**config.mk**
```make
export PLATFORM = sky130hd
export DESIGN_NAME = cfg_index_port
export DESIGN_NICKNAME = d
export VERILOG_FILES = /design/src/rtl/cfg_index_pkg.sv /design/src/rtl/cfg_index_ctrl.sv /design/src/rtl/cfg_index_dp.sv /design/src/rtl/cfg_index_port.sv
export SDC_FILE = /design/constraint.sdc
export NUM_CORES = 1
export LEC_CHECK = 0
export BUFFER_PORTS_ARGS = -buffer_cell sky130_fd_sc_hd__buf_4
export CORE_ASPECT_RATIO = 1.25
export CORE_UTILIZATION = 46
export CTS_CLUSTER_DIAMETER = 50
export DETAILED_ROUTE_END_ITERATION = 10
export PLACE_DENSITY = 0.91
export RECOVER_POWER = 100
export SYNTH_ARGS = -nofsm -noshare
export SYNTH_HDL_FRONTEND = slang
export SYNTH_HIERARCHICAL = 1
export SYNTH_SLANG_ARGS = --single-unit
```
**constraint.sdc**
```tcl
create_clock -name clk -period 2.8 [get_ports clk]
set_input_delay 0 -clock clk [delete_from_list [all_inputs] [get_ports clk]]
set_output_delay 0 -clock clk [all_outputs]
set_load 0.01 [all_outputs]
```
**src/rtl/cfg_index_pkg.sv**
```systemverilog
package cfg_index_pkg;

  typedef enum logic [1:0] {
    LK_CLOSED = 2'd0,
    LK_HALF   = 2'd1,
    LK_OPEN   = 2'd2
  } lockState_t;

  typedef struct packed {
    logic idxLoad;
    logic devLoad;
    logic fwdReq;
    logic fwdWrite;
    logic idxRead;
    logic dataRead;
  } ctrlStrobe_t;

endpackage

```
**src/rtl/cfg_index_ctrl.sv**
```systemverilog
module cfg_index_ctrl
  import cfg_index_pkg::*;
#(
  parameter int ADDR_W = 16,
  parameter int DATA_W = 8,
  parameter logic [ADDR_W-1:0] INDEX_PORT = 'h2E,
  parameter logic [ADDR_W-1:0] DATA_PORT  = 'h2F,
  parameter logic [DATA_W-1:0] KEY_BYTE   = 'hA5,
  parameter logic [DATA_W-1:0] LOCK_BYTE  = 'hAA,
  parameter logic [DATA_W-1:0] DEV_INDEX  = 'h07
) (
  input  logic              clk,
  input  logic              rstN,
  input  logic              ioWr,
  input  logic              ioRd,
  input  logic [ADDR_W-1:0] ioAddr,
  input  logic [DATA_W-1:0] ioWdata,
  input  logic [DATA_W-1:0] curIdx,
  output ctrlStrobe_t       strobe,
  output lockState_t        lockState
);

  lockState_t stateQ, stateD;
  logic hitIdx, hitData, wrAcc, rdAcc, isOpen, devSlot;

  assign hitIdx  = (ioAddr == INDEX_PORT);
  assign hitData = (ioAddr == DATA_PORT);
  assign wrAcc   = ioWr;
  assign rdAcc   = ioRd & ~ioWr;
  assign isOpen  = (stateQ == LK_OPEN);
  assign devSlot = (curIdx == DEV_INDEX);

  always_comb begin
    stateD = stateQ;
    if (wrAcc && hitIdx) begin
      unique case (stateQ)
        LK_CLOSED: if (ioWdata == KEY_BYTE) stateD = LK_HALF;
        LK_HALF:   stateD = (ioWdata == KEY_BYTE) ? LK_OPEN : LK_CLOSED;
        LK_OPEN:   if (ioWdata == LOCK_BYTE) stateD = LK_CLOSED;
        default:   stateD = LK_CLOSED;
      endcase
    end
  end

  always_ff @(posedge clk) begin
    if (!rstN) stateQ <= LK_CLOSED;
    else       stateQ <= stateD;
  end

  always_comb begin
    strobe.idxLoad  = isOpen & wrAcc & hitIdx & (ioWdata != LOCK_BYTE);
    strobe.devLoad  = isOpen & wrAcc & hitData & devSlot;
    strobe.fwdReq   = isOpen & hitData & (wrAcc | rdAcc) & ~devSlot;
    strobe.fwdWrite = wrAcc;
    strobe.idxRead  = isOpen & rdAcc & hitIdx;
    strobe.dataRead = isOpen & rdAcc & hitData;
  end

  assign lockState = stateQ;

endmodule

```
**src/rtl/cfg_index_dp.sv**
```systemverilog
module cfg_index_dp
  import cfg_index_pkg::*;
#(
  parameter int DATA_W = 8,
  parameter logic [DATA_W-1:0] DEV_INDEX = 'h07
) (
  input  logic              clk,
  input  logic              rstN,
  input  ctrlStrobe_t       strobe,
  input  logic [DATA_W-1:0] ioWdata,
  input  logic [DATA_W-1:0] cfgRdata,
  output logic [DATA_W-1:0] ioRdata,
  output logic              cfgReq,
  output logic              cfgWrite,
  output logic [DATA_W-1:0] cfgDev,
  output logic [DATA_W-1:0] cfgIdx,
  output logic [DATA_W-1:0] cfgWdata,
  output logic [DATA_W-1:0] idxSel,
  output logic [DATA_W-1:0] devSel
);

  localparam logic [DATA_W-1:0] IDLE_READ = '1;

  logic [DATA_W-1:0] idxQ, devQ;

  always_ff @(posedge clk) begin
    if (!rstN) begin
      idxQ <= '0;
      devQ <= '0;
    end else begin
      if (strobe.idxLoad) idxQ <= ioWdata;
      if (strobe.devLoad) devQ <= ioWdata;
    end
  end

  always_comb begin
    ioRdata = IDLE_READ;
    if (strobe.idxRead)
      ioRdata = idxQ;
    else if (strobe.dataRead)
      ioRdata = (idxQ == DEV_INDEX) ? devQ : cfgRdata;
  end

  assign cfgReq   = strobe.fwdReq;
  assign cfgWrite = strobe.fwdReq & strobe.fwdWrite;
  assign cfgDev   = devQ;
  assign cfgIdx   = idxQ;
  assign cfgWdata = (strobe.fwdReq & strobe.fwdWrite) ? ioWdata : '0;
  assign idxSel   = idxQ;
  assign devSel   = devQ;

endmodule

```
**src/rtl/cfg_index_port.sv**
```systemverilog
module cfg_index_port
  import cfg_index_pkg::*;
#(
  parameter int ADDR_W = 16,
  parameter int DATA_W = 8,
  parameter logic [ADDR_W-1:0] INDEX_PORT = 'h2E,
  parameter logic [ADDR_W-1:0] DATA_PORT  = 'h2F,
  parameter logic [DATA_W-1:0] KEY_BYTE   = 'hA5,
  parameter logic [DATA_W-1:0] LOCK_BYTE  = 'hAA,
  parameter logic [DATA_W-1:0] DEV_INDEX  = 'h07
) (
  input  logic              clk,
  input  logic              rstN,
  input  logic              ioWr,
  input  logic              ioRd,
  input  logic [ADDR_W-1:0] ioAddr,
  input  logic [DATA_W-1:0] ioWdata,
  output logic [DATA_W-1:0] ioRdata,
  output logic              cfgReq,
  output logic              cfgWrite,
  output logic [DATA_W-1:0] cfgDev,
  output logic [DATA_W-1:0] cfgIdx,
  output logic [DATA_W-1:0] cfgWdata,
  input  logic [DATA_W-1:0] cfgRdata
);

  ctrlStrobe_t       strobe;
  lockState_t        lockState;
  logic [DATA_W-1:0] idxSel, devSel;

  cfg_index_ctrl #(
    .ADDR_W(ADDR_W), .DATA_W(DATA_W), .INDEX_PORT(INDEX_PORT),
    .DATA_PORT(DATA_PORT), .KEY_BYTE(KEY_BYTE), .LOCK_BYTE(LOCK_BYTE),
    .DEV_INDEX(DEV_INDEX)
  ) ctrl (
    .clk(clk), .rstN(rstN), .ioWr(ioWr), .ioRd(ioRd), .ioAddr(ioAddr),
    .ioWdata(ioWdata), .curIdx(idxSel), .strobe(strobe), .lockState(lockState)
  );

  cfg_index_dp #(
    .DATA_W(DATA_W), .DEV_INDEX(DEV_INDEX)
  ) dp (
    .clk(clk), .rstN(rstN), .strobe(strobe), .ioWdata(ioWdata),
    .cfgRdata(cfgRdata), .ioRdata(ioRdata), .cfgReq(cfgReq),
    .cfgWrite(cfgWrite), .cfgDev(cfgDev), .cfgIdx(cfgIdx),
    .cfgWdata(cfgWdata), .idxSel(idxSel), .devSel(devSel)
  );

endmodule

```
# Yosys cells after proc, flatten, opt, wreduce, memory -nomap -nowiden
# Cells that the tools add are included.
totals:
  out_inout_bits: 34
  in_bits: 36
  register_bits: 18
  elab_cells: 40
op_classes:
  n_bitwise: 16
  eq_ne: 10
  reduce_logical: 3
  muxes: 8
op_table:
  columns: ["op", "count"]
  rows:
  - ["16-bit by 6-bit equality test with 1-bit output (second input constant)", 2]
  - ["8-bit two-way mux", 4]
  - ["8-bit equality test (second input constant)", 2]
  - ["1-bit AND", 13]
  - ["8-bit by 3-bit equality test with 1-bit output (second input constant)", 1]
  - ["8-bit != test (second input constant)", 1]
  - ["2-bit two-way mux", 3]
  - ["2-bit one-hot mux with 3 select lines", 1]
  - ["3-bit AND reduction", 1]
  - ["2-bit by 1-bit equality test with 1-bit output (second input constant)", 1]
  - ["2-bit equality test (second input constant)", 1]
  - ["2-bit zero test", 1]
  - ["2-bit by 1-bit != test with 1-bit output (second input constant)", 1]
  - ["2-bit != test (second input constant)", 1]
  - ["1-bit inverter", 2]
  - ["1-bit logical AND", 1]
  - ["1-bit bitwise OR", 1]

# Longest topological paths before layout
logic_depth:
  word_depth: 7
  depth_mapped: 10
  mapped_depth_nobuf: 7

# Modules after synthesis
# Netlist, hierarchy kept.
modules_own_cells:
  columns: ["mod", "seq_area_each_um2", "area_each_um2", "instances", "cells_each"]
  rows:
  - ["cfg_index_dp", 320.3, 1082.3, 1, 119]
  - ["cfg_index_ctrl", 40.0, 306.5, 1, 35]

# Least setup slack after synthesis
# OpenSTA, ideal clock, no wires.
synth_path:
  path_type: "register -> register"
  from: "register dp.idxQ[5] (netlist: dp/cfgIdx[5])"
  to: "register dp.devQ[0] (netlist: dp/cfgDev[0])"
  t_arrival_ps: 1928
  slack_ps: 755
  path_buffers: 2
  setup_time_ps: 116
  stages_incl_launch_ff: 9
  required_time_ps: 2684
  cell_sequence: "dfxtp_1 > buf_4 > or4_1 > nor2_1 > nand2_1 > nor2_1 > clkbuf_1 > mux2i_1 > nor2b_1"
synth_lines:
  columns: ["item", "line", "text"]
  rows:
  - ["from (decl)", "cfg_index_dp.sv:24", "logic [DATA_W-1:0] idxQ, devQ;"]
  - ["from (signal assigned)", "cfg_index_dp.sv:31", "if (strobe.idxLoad) idxQ <= ioWdata;"]
  - ["to (signal assigned)", "cfg_index_dp.sv:32", "if (strobe.devLoad) devQ <= ioWdata;"]
  - ["to (decl)", "cfg_index_dp.sv:24", null]

==> out/metrics.csv <==
stage,metric,value,unit
status,status,"complete, but fails checks",
status,violations,negative hold slack,
layout,design_area,1730,um2
job,drv_cap,0,
logic_synthesis,synthCells,146,
clock_tree,post_cts.repair.setup_buffers,0,
global_routing,overflow,0,
worst_setup_path,cp_slowest_cell,nand2b_1,
layout,final_common_cell,buf_4,
detailed_routing,wire_per_inst,16.4,um
clock_tree,cts_made_buffers,3,
worst_setup_path,cp_max_fo,16,
sta,setup_viol,0,
sta,max_freq,0.405,GHz
floorplan,core,2710,um2
layout,mostFrequentLayoutCells,"43 x buf_4, 27 x clkbuf_1, 18 x dfxtp_1",
worst_setup_path,r2r_end,dp/cfgDev[7]$_SDFFE_PN0P_,
global_routing,grt_usage,25.5,%
detailed_routing,drt_pass1_iterations,4,
sta,final_hold_viol_count,1,
place,placed_cell_area,1780,um2
detailed_routing,drt_wl_total,3960,um
worst_setup_path,r2r_slack,0.69,ns
logic_synthesis,syn_nets,182,
sta,fin_skew,0.00390,ns
global_routing,grt_pass1_vias,1208,
sta,worst_pin_slew,1.01,ns
layout,fin_cells,241,
detailed_routing,via_per_inst,5.64,
hold_path,holdPathStages,3,
worst_setup_path,crit_family,simple AND/OR/NAND/NOR gates,
clock_tree,clkTransAtPathRegs,0.11,ns
floorplan,chipWidth,50.1,um
layout,drive_above_1_share,28.5,%
worst_setup_path,worst_setup_path_start_kind,flop,
place,port_buffers,69,
place,dp_hpwl,2930,um
worst_setup_path,reg2reg_from,dp/cfgIdx[5]$_SDFFE_PN0P_,
worst_setup_path,max_stage_delay,0.48,ns
detailed_routing,vias,1360,
global_routing,grt_first_pass_wirelength,5730,um
clock_tree,clk_path_buf_depth,2,
sta,min_period,2.47,ns
hold_path,hold_end,dp/cfgIdx[2]$_SDFFE_PN0P_,
sta,tns,0,ns
worst_setup_path,crit_required,2.80,ns
layout,antenna_cells,0,
hold_path,min-delay-start,ioWdata[2],
worst_setup_path,worstPathCellList,"nand3b_1, nor3_1, clkbuf_2, nand2b_1, nor2_1, a221oi_1, buf_4",
floorplan,ioPinCount,70,
sta,whs,-0.000796,ns
sta,rsz0062_at_grt,false,
layout,areaGrowthSynthToFinish,29.8,%
sta,maxSlewViolCount,0,
clock_tree,ctsRootBufferMaster,clkbuf_4,
floorplan,rows,21,
layout,fin_util,63.8,%
sta,max_slew_margin,32.0,%
power_and_ir_drop,pwr_density_cell,289,nW/um2
worst_setup_path,worstSetupPathType,flop to output pin,
clock_tree,clock_latency,0.32,ns
worst_setup_path,crit_buf_inv,2,
clock_tree,clock_sinks,18,
worst_setup_path,arrival,2.47,ns
clock_tree,cts_resized,0,
place,gp_congestion,1.06,
logic_synthesis,synth_area,1330,um2
sta,finalCritPeriodShare,88.2,%
power_and_ir_drop,total_power,498,uW
layout,fillers,262,
logic_synthesis,synth_area_per_cell,9.10,um2
floorplan,die_y,62.1,um
clock_tree,h-tree-depth,1,
hold_path,hp-class,primary input to flop,
detailed_routing,drtIter0Drc,87,
floorplan,die_area,3110,um2
power_and_ir_drop,p_leak,0.000668,uW
global_routing,antenna_found_initial,0,
worst_setup_path,worst_r2r_path_depth,7,
floorplan,initial_core_util,49.1,%
clock_tree,cts_tree,done,
layout,fin_nets,244,
global_routing,grt_max_degree,20,
detailed_routing,drc_errors,0,
power_and_ir_drop,vdd_ir_drop_max,0.000187,V
place,dp.cells,232,
detailed_routing,postRouteAntennaNets,0,
worst_setup_path,end_kind,output pin,
logic_synthesis,yosys_warnings,6,
==> report_power, final <==
group	internal, uW	leakage, uW	switching, uW	total [uW]
logic	42.8	0.000502	25.5	68.3
registers	256	0.000145	0.00000124	256
clock network	79.7	0.0000210	94.3	174
==> repair_timing <==
item | CTS | global route
endpoints found under the hold margin | 6 | 0
hold buffers | 5 | 0
endpoints found under the setup margin | 0 | 0
==> worst max-delay path by stage <==
stage	startpoint	end	slack, ns	cells past startpoint
after detailed placement	ioAddr[4]	ioRdata[5]	0.60	10
final	ctrl/lockState[1]$_SDFFE_PN0P_	ioRdata[5]	0.33	7
after global placement	ioAddr[4]	ioRdata[5]	0.69	10
after CTS	ctrl/lockState[1]$_SDFFE_PN0P_	ioRdata[5]	0.51	7
after floorplan	dp/cfgIdx[5]$_SDFFE_PN0P_	dp/cfgDev[0]$_SDFFE_PN0P_	0.76	8
after global routing	ctrl/lockState[1]$_SDFFE_PN0P_	ioRdata[5]	0.17	7
==> registers in the layout, indices dropped and copies added, names as in the netlist <==
name,cells
ctrl/lockState,2
dp/cfgIdx,8
dp/cfgDev,8
==> routing by layer <==
metal / track usage [%] / share of wire, % / vias up
met5: 0 / 0 / -
met4: 15.5 / 2.6 / 0
met3: 4.87 / 6.5 / 13
met2: 45.3 / 53 / 73
li1: - / - / 641
met1: 28.5 / 38 / 633
==> worst register-to-register path, delay by kind of cell, from the launching register on <==
| family | cells | cell delay [ns] |
|---|---|---|
| simple gates | 5 | 0.94 |
| buf+inv | 1 | 0.43 |
| flops | 1 | 0.38 |
| mux | 1 | 0.26 |
==> stage by stage <==
stage / setup WS, ns / hold slack (ns)
6_report: 0.331 / -0.000796
5_1_grt: 0.168 / 0.0175
4_1_cts: 0.515 / 0.00610
3_5_place_dp: 0.599 / 0.297
3_3_place_gp: 0.692 / 0.291
2_1_floorplan: 0.755 / 0.128
==> layout make-up <==
type                    instances  area [um2]  share of cell area, %
flip-flops and latches         18         360                   20.9
inverters                       8        30.0                   1.74
repair buffers                 76         479                   27.8
clock buffers                   4        36.3                   2.10
well taps                      34        42.5                   2.47
multi-input cells             101         777                   45.0
Power figures use the tool's default switching activity.
